### src/rtl/hirq_pkg.sv
package hirq_pkg;
  localparam int BIT_RX0   = 0;
  localparam int BIT_CMPL  = 10;
  localparam int BIT_INIT  = 14;
  localparam int BIT_SNS_E = 16;
  localparam int BIT_SNS_D = 17;

  // bits 0..10 contiguous, plus init and coexistence sense pair
  localparam logic [31:0] EVT_VALID =
      ((32'h1 << (BIT_CMPL + 1)) - (32'h1 << BIT_RX0)) |
      (32'h1 << BIT_INIT) | (32'h1 << BIT_SNS_E) | (32'h1 << BIT_SNS_D);

  localparam int ADR_MASK = 0;
  localparam int ADR_MSET = 1;
  localparam int ADR_MCLR = 2;
  localparam int ADR_PEEK = 3;
  localparam int ADR_TAKE = 4;
  localparam int ADR_ACK  = 5;

  typedef struct packed {
    logic mask_wr;
    logic mask_set;
    logic mask_clr;
    logic ack_wr;
    logic take_rd;
  } strobe_t;
endpackage

### src/rtl/hirq_regdec.sv
module hirq_regdec
  import hirq_pkg::*;
#(
  parameter int AW = 3
) (
  input  logic          req_i,
  input  logic          we_i,
  input  logic [AW-1:0] addr_i,
  output strobe_t       stb_o
);
  logic wr, rd;
  assign wr = req_i & we_i;
  assign rd = req_i & ~we_i;

  always_comb begin
    stb_o          = '0;
    stb_o.mask_wr  = wr && (addr_i == AW'(ADR_MASK));
    stb_o.mask_set = wr && (addr_i == AW'(ADR_MSET));
    stb_o.mask_clr = wr && (addr_i == AW'(ADR_MCLR));
    stb_o.ack_wr   = wr && (addr_i == AW'(ADR_ACK));
    stb_o.take_rd  = rd && (addr_i == AW'(ADR_TAKE));
  end
endmodule

### src/rtl/hirq_mask.sv
module hirq_mask #(
  parameter int              DW  = 32,
  parameter logic [DW-1:0]   VLD = '1,
  parameter logic [DW-1:0]   RST = '0
) (
  input  logic          clk_i,
  input  logic          rst_ni,
  input  logic          wr_i,
  input  logic          set_i,
  input  logic          clr_i,
  input  logic [DW-1:0] wdata_i,
  output logic [DW-1:0] mask_o
);
  logic [DW-1:0] mask_q, mask_d;

  always_comb begin
    mask_d = mask_q;
    if (wr_i)       mask_d = wdata_i;
    else if (set_i) mask_d = mask_q | wdata_i;
    else if (clr_i) mask_d = mask_q & ~wdata_i;
  end

  always_ff @(posedge clk_i or negedge rst_ni) begin
    if (!rst_ni) mask_q <= RST & VLD;
    else         mask_q <= mask_d & VLD;
  end

  assign mask_o = mask_q;
endmodule

### src/rtl/hirq_status.sv
module hirq_status #(
  parameter int            DW  = 32,
  parameter logic [DW-1:0] VLD = '1
) (
  input  logic          clk_i,
  input  logic          rst_ni,
  input  logic [DW-1:0] evt_i,
  input  logic [DW-1:0] ack_i,
  input  logic          take_i,
  output logic [DW-1:0] stat_o
);
  logic [DW-1:0] stat_q, drop;

  assign drop = ack_i | {DW{take_i}};

  // new events override any same-cycle removal
  always_ff @(posedge clk_i or negedge rst_ni) begin
    if (!rst_ni) stat_q <= '0;
    else         stat_q <= ((stat_q & ~drop) | evt_i) & VLD;
  end

  assign stat_o = stat_q;
endmodule

### src/rtl/hirq_ctrl.sv
module hirq_ctrl
  import hirq_pkg::*;
#(
  parameter int DW = 32,
  parameter int AW = 3
) (
  input  logic          clk_i,
  input  logic          rst_ni,
  input  logic          req_i,
  input  logic          we_i,
  input  logic [AW-1:0] addr_i,
  input  logic [DW-1:0] wdata_i,
  output logic [DW-1:0] rdata_o,
  input  logic [DW-1:0] evt_i,
  input  logic          irq_low_i,
  output logic          irq_o
);
  localparam logic [DW-1:0] VLD      = DW'(EVT_VALID);
  localparam logic [DW-1:0] MASK_RST = DW'(1);

  strobe_t       stb;
  logic [DW-1:0] stat_q, mask_q;
  logic          pend;

  hirq_regdec #(.AW(AW)) u_dec (
    .req_i (req_i),
    .we_i  (we_i),
    .addr_i(addr_i),
    .stb_o (stb)
  );

  hirq_mask #(.DW(DW), .VLD(VLD), .RST(MASK_RST)) u_mask (
    .clk_i  (clk_i),
    .rst_ni (rst_ni),
    .wr_i   (stb.mask_wr),
    .set_i  (stb.mask_set),
    .clr_i  (stb.mask_clr),
    .wdata_i(wdata_i),
    .mask_o (mask_q)
  );

  hirq_status #(.DW(DW), .VLD(VLD)) u_stat (
    .clk_i (clk_i),
    .rst_ni(rst_ni),
    .evt_i (evt_i),
    .ack_i (stb.ack_wr ? wdata_i : '0),
    .take_i(stb.take_rd),
    .stat_o(stat_q)
  );

  always_comb begin
    rdata_o = '0;
    if (req_i && !we_i) begin
      if (addr_i == AW'(ADR_MASK)) rdata_o = mask_q;
      else if (addr_i == AW'(ADR_PEEK) || addr_i == AW'(ADR_TAKE)) rdata_o = stat_q;
    end
  end

  assign pend  = |(stat_q & ~mask_q);
  assign irq_o = pend ^ irq_low_i;
endmodule

### config.mk
export PLATFORM = sky130hd
export DESIGN_NAME = hirq_ctrl
export DESIGN_NICKNAME = d
export VERILOG_FILES = /design/src/rtl/hirq_pkg.sv /design/src/rtl/hirq_regdec.sv /design/src/rtl/hirq_mask.sv /design/src/rtl/hirq_status.sv /design/src/rtl/hirq_ctrl.sv
export SDC_FILE = /design/constraint.sdc
export NUM_CORES = 1
export LEC_CHECK = 0
export BUFFER_PORTS_ARGS = -buffer_cell sky130_fd_sc_hd__buf_2
export CAP_MARGIN = 20
export CORE_MARGIN = 10
export CORE_UTILIZATION = 40
export CTS_CLUSTER_SIZE = 10
export DETAILED_ROUTE_END_ITERATION = 7
export PLACE_DENSITY = 0.85
export SYNTH_ARGS = -nofsm -noshare
export SYNTH_HDL_FRONTEND = slang
export SYNTH_SLANG_ARGS = --single-unit
### constraint.sdc
create_clock -name clk_i -period 2.5 [get_ports clk_i]
set_input_delay 0.5 -clock clk_i [delete_from_list [all_inputs] [get_ports clk_i]]
set_output_delay 0.5 -clock clk_i [all_outputs]
set_load 0.01 [all_outputs]
==> Yosys cells after proc, flatten, opt, wreduce, memory -nomap -nowiden <==
Index checks and enable logic that the tools add are counted.
{ "word_totals": {"in_bits": 72, "regBits": 28} }
{ "classes": {"muxes": 7, "n_eq_ne": 5, "reduce_logical": 11, "n_bitwise": 13} }
{ "op_table": {"columns": ["cell", "n"], "rows": [
  ["2-to-1 mux 18 bit", 7],
  ["bitwise OR 18 bit", 3],
  ["AND 18 bit", 2],
  ["NOT 18 bit", 2],
  ["AND 18 x 32 -> 32 bit", 1],
  ["NOT 18 -> 32 bit", 1],
  ["OR reduction 32 bit", 1],
  ["equality test 3 x 2 -> 1 bit, second input constant", 2],
  ["equality test 3 bit, second input constant", 2],
  ["logical AND 1 bit", 6],
  ["equality test 3 x 1 -> 1 bit, second input constant", 1],
  ["zero test 3 bit", 1],
  ["nonzero test 3 bit", 1],
  ["AND 1 bit", 2],
  ["zero test 1 bit", 1],
  ["logical OR 1 bit", 1],
  ["NOT 1 bit", 1],
  ["bitwise XOR 1 bit", 1]
]} }

==> Longest topological paths before layout <==
{ "logic_depth": {"ltp_word": 7, "ltp_mapped": 5, "ltp_nobuf": 5} }

==> Modules after synthesis <==
From an unflattened synthesis, not the netlist that was laid out.
{ "hier_totals": {"hier_cells": 305, "hier_area_um2": 2628.8} }
{ "modules_own_cells": {"columns": ["module", "area_per_inst_um2", "cells_each", "n_inst"], "rows": [
  ["hirq_ctrl", 1188.6, 168, 1],
  ["hirq_mask", 725.7, 67, 1],
  ["hirq_status", 658.1, 62, 1],
  ["hirq_regdec", 56.3, 8, 1]
]} }

==> Worst setup path after synthesis <==
OpenSTA, ideal clock, no wires.
{ "synth_path": {"kind": "input -> output", "from": "in addr_i[1]", "to": "out rdata_o[10]", "arrival_ns": 1.277, "n_path_buf": 1, "required_ns": 2.000, "cell_stages": 4, "path_slack_ns": 0.723, "cell_sequence": "nor2_1 -> clkbuf_1 -> a22oi_1 -> nor2_1"} }
{ "synth_between": {"elab_chain_cells": 5} }
{ "synth_rtl": {"columns": ["item", "line", "source"], "rows": [
  ["from (decl)", "hirq_ctrl.sv:11", "input logic [AW-1:0] addr_i,"],
  ["equality test 3 x 2 -> 1 bit / equality test 3 bit (equally long branches)", "hirq_ctrl.sv:55", "else if (addr_i == AW'(ADR_PEEK) || addr_i == AW'(ADR_TAKE)) rdata_o = stat_q;"],
  ["logical OR 1 bit", "hirq_ctrl.sv:55", null],
  ["2-to-1 mux 18 bit", "hirq_ctrl.sv:55", null],
  ["2-to-1 mux 18 bit (*)", "hirq_ctrl.sv:54", "if (addr_i == AW'(ADR_MASK)) rdata_o = mask_q;"],
  ["2-to-1 mux 18 bit (*)", "hirq_ctrl.sv:53", "if (req_i && !we_i) begin"],
  ["to (decl)", "hirq_ctrl.sv:13", "output logic [DW-1:0] rdata_o,"]
]} }
Mark *: on every way between the ends. The rest lies on a longest branch, timed or not.

==> tab_implementation.tex <==
\begin{tabular}{lr}
\hline
Metric & Value \\
\hline
\multicolumn{2}{l}{\textbf{Status}} \\
Outcome & finished clean \\
\multicolumn{2}{l}{\textbf{Die}} \\
Effective utilization at floorplan & 42.3\% \\
Total I/O pin count & between 100 and 150 \\
Core region area & 4120 um2 \\
Die Width & 86.0 um \\
Overall die height & 86.0 um \\
Area enclosed by the die boundary & 7390 um2 \\
Number of rows in the core area & 23 \\
\multicolumn{2}{l}{\textbf{Setup path}} \\
Crit-path slowest cell & sky130\_fd\_sc\_hd\_\_dfstp\_2 \\
WP data arrival & 1.73 ns \\
Type of the worst setup path & reg2out \\
Type of element capturing the critical path & output pin \\
Critical Path Max Stage Delay & around 0.56 ns \\
Dominant delay contributor by cell family on the critical path & flip-flops \\
Startpoint of the worst-slack reg-to-reg timing path & u\_stat.stat\_o[9] \\
Worst-path fanout max & 3 \\
Data required time at the worst endpoint & 2.00 ns \\
Ordered cell list for the critical path & o22ai\_1, a2111oi\_0, nand3\_1, xor2\_1, buf\_2 \\
Logic depth of the worst register-to-register path & 1 \\
Worst Setup Start Kind & flop \\
Reg-to-reg setup timing slack & 1.75 ns \\
Reg-to-reg endpoint & u\_stat.stat\_o[9] \\
Buffers \& Inverters on Critical Path & 1 \\
\multicolumn{2}{l}{\textbf{Synth}} \\
Flops \& latches, synth & 28 \\
Number of different library cells in the post-synthesis netlist & 24 \\
Count of warnings emitted by yosys & 0 \\
Summed instance area of the synthesized netlist & 1740 um2 \\
Sequential share of the synthesized area & 40.3\% \\
Syn\_area\_per\_cell & 8.93 um2 \\
Number of instances in the synthesized netlist & a little under 200 \\
\multicolumn{2}{l}{\textbf{Timing}} \\
Clock Skew & 0 ns \\
Post-layout minimum cycle time & 2.23 ns \\
Transition at the pin with the smallest max-transition slack & 0.657 ns \\
Final count of pins violating max slew & 0 \\
Final hold violation count & 0 \\
Max Freq & between 400 and 500 MHz \\
RSZ-0062 raised after global routing & no \\
Final worst-path cycle share & about nine tenths \\
Final count of negative-setup-slack endpoints & 0 \\
Max transition margin & 56.1\% \\
Aggregate negative setup slack & 0 ns \\
Final worst-path setup slack & between 0.2 and 0.3 ns \\
\multicolumn{2}{l}{\textbf{Final layout}} \\
Total non-filler cell area in the finished layout & 2050 um2 \\
Signed area change from the synthesized netlist to the final layout & 17.5\% \\
NumNets Final & 318 \\
Fraction of layout cells with a size suffix above 1 & about 36\% \\
ANT cells & 0 \\
Fillers & 402 \\
\multicolumn{2}{l}{\textbf{Route}} \\
Total number of vias & roughly 1,600 \\
DRT iter0 DRCs & 127 \\
Final wirelength & roughly 5.1 mm \\
Antenna viol nets, final & 0 \\
Average detailed-routed wire length per instance & 17.2 um \\
First-pass detailed-route iteration total & 4 \\
\# DRC & 0 \\
Post-detailed-route via-to-cell ratio & 5.37 \\
\multicolumn{2}{l}{\textbf{Clock tree}} \\
Number of buffers created by CTS & 3 \\
Number of clock sinks & 28 \\
Setup bufs post-CTS & 0 \\
Max Buffers Root-to-Sink & 2 \\
Number of levels in the clock H-tree & 1 \\
CTS clk-pin slew, worst paths & 0.10 ns \\
CTS root buffer & sky130\_fd\_sc\_hd\_\_clkbuf\_8 \\
Clock network latency to the later pin of the worst-skew pair & 0.27 ns \\
TritonCTS clock tree & built \\
\multicolumn{2}{l}{\textbf{Global route}} \\
Initial antenna violation count & 0 \\
Global-route wire length before repair & approximately 8.0 mm \\
Maximum number of pins on one net before global-route repair & 29 \\
Leftover overflow at the end of global routing & 0 \\
Via count of the first global-routing pass & 1,607 \\
Total routing resource utilization after global routing & 12.8\% \\
\multicolumn{2}{l}{\textbf{Place}} \\
Area post-placement & 1990 um2 \\
Number of input and output port buffers inserted & 50 \\
Final RePlAce weighted congestion & $\sim$0.81 \\
Placement Setup Slack & $\sim$0.02 ns \\
DP HPWL & 3.74 mm \\
\multicolumn{2}{l}{\textbf{Run}} \\
Max-capacitance violation count & 0 \\
\multicolumn{2}{l}{\textbf{Power and ir drop}} \\
Leakage power of the design & 0.974 nW \\
Worst IR Drop VDD & 0.225 mV \\
Power Dens Cells & 526 nW/um2 \\
\multicolumn{2}{l}{\textbf{Worst hold path}} \\
Hold Crit Class & in2async \\
\hline
\end{tabular}
-- stage by stage --
step,utilization (%),total power (W),cells,hold slack [ns]
6_report,49.7,0.00108,295,0.246
5_1_grt,49.7,0.00113,295,0.288
4_1_cts,49.7,0.00108,295,0.260
3_5_place_dp,48.3,0.000799,291,0.489
3_3_place_gp,48.3,0.000786,291,0.483
2_1_floorplan,-,0.000724,212,0.204
-- cell type report --
cell class	instances	area (um2)	share of cell area, %
inverters	14	52.6	2.57
clock buffers	4	55.1	2.69
well taps	50	62.6	3.06
flip-flops and latches	28	702	34.3
multi-input cells	142	871	42.6
repair buffers	57	303	14.8
-- synth_stat cells, drive strengths merged --
library cell	n	area (um2)
nor3	4	30.0
a2111oi	1	8.76
a31o	14	123
nor2b	1	6.26
nand3	1	5.00
xor2	1	8.76
buf	23	163
clkbuf	5	18.8
conb	1	3.75
mux2	9	101
o21ai	19	95.1
nor2	16	60.1
dfrtp	27	676
nand2	23	86.3
a221oi	2	17.5
nand2b	1	6.26
dfstp	1	26.3
a22o	14	123
o22ai	4	25.0
a22oi	14	105
inv	14	52.6
-- cells in the final DEF, fill, tap and decap left out, types with 9 or more instances in the layout --
cell | netlist | routed
sky130_fd_sc_hd__buf_2 | 4 | 50
sky130_fd_sc_hd__dfrtp_1 | 27 | 27
sky130_fd_sc_hd__nand2_1 | 23 | 23
sky130_fd_sc_hd__o21ai_0 | 19 | 19
sky130_fd_sc_hd__conb_1 | 1 | 18
sky130_fd_sc_hd__nor2_1 | 16 | 15
sky130_fd_sc_hd__inv_1 | 14 | 14
sky130_fd_sc_hd__a22oi_1 | 14 | 14
sky130_fd_sc_hd__a22o_1 | 14 | 14
sky130_fd_sc_hd__a31o_2 | 13 | 13
sky130_fd_sc_hd__mux2_2 | 9 | 9
-- cells by family (layout without fill, tap and decap cells) --
| logic type | count (synthesis) | count (layout) | synth area share, % |
|---|---|---|---|
| buffers and inverters | 42 | 75 | 13.4 |
| and+or+nand+nor | 46 | 46 | 11.1 |
| DFF | 28 | 28 | 40.3 |
| xor gates and xnor gates | 1 | 1 | 0.503 |
| other | 1 | 18 | 0.215 |
| AOI/OAI and AO/OA | 68 | 68 | 28.5 |
| muxes | 9 | 9 | 5.82 |
-- layer usage --
metal | global-route usage, % | share of wire, %
met3 | 5.49 | 10
met1 | 15.6 | 42
met4 | 2.25 | 0.45
met5 | 0 | 0
met2 | 20.7 | 47
-- report_power, final --
part           total [W]  internal, W  switching [W]
registers       0.000555     0.000511      0.0000449
clock network   0.000282     0.000141       0.000141
logic           0.000239     0.000117       0.000122
-- worst max-delay path by stage --
stage                              to  slack, ns  cells past startpoint
after global routing            irq_o       0.11                      5
after global placement     rdata_o[7]       0.07                      6
after detailed placement   rdata_o[7]       0.02                      6
after CTS                  rdata_o[7]       0.03                      6
after floorplan           rdata_o[10]       0.72                      4
final                           irq_o       0.27                      5
-- timing repair --
item	CTS	global route
resized for setup	0	1
setup endpoints to repair	0	14
hold buffers	0	0
(Power assumes the default switching activity.)
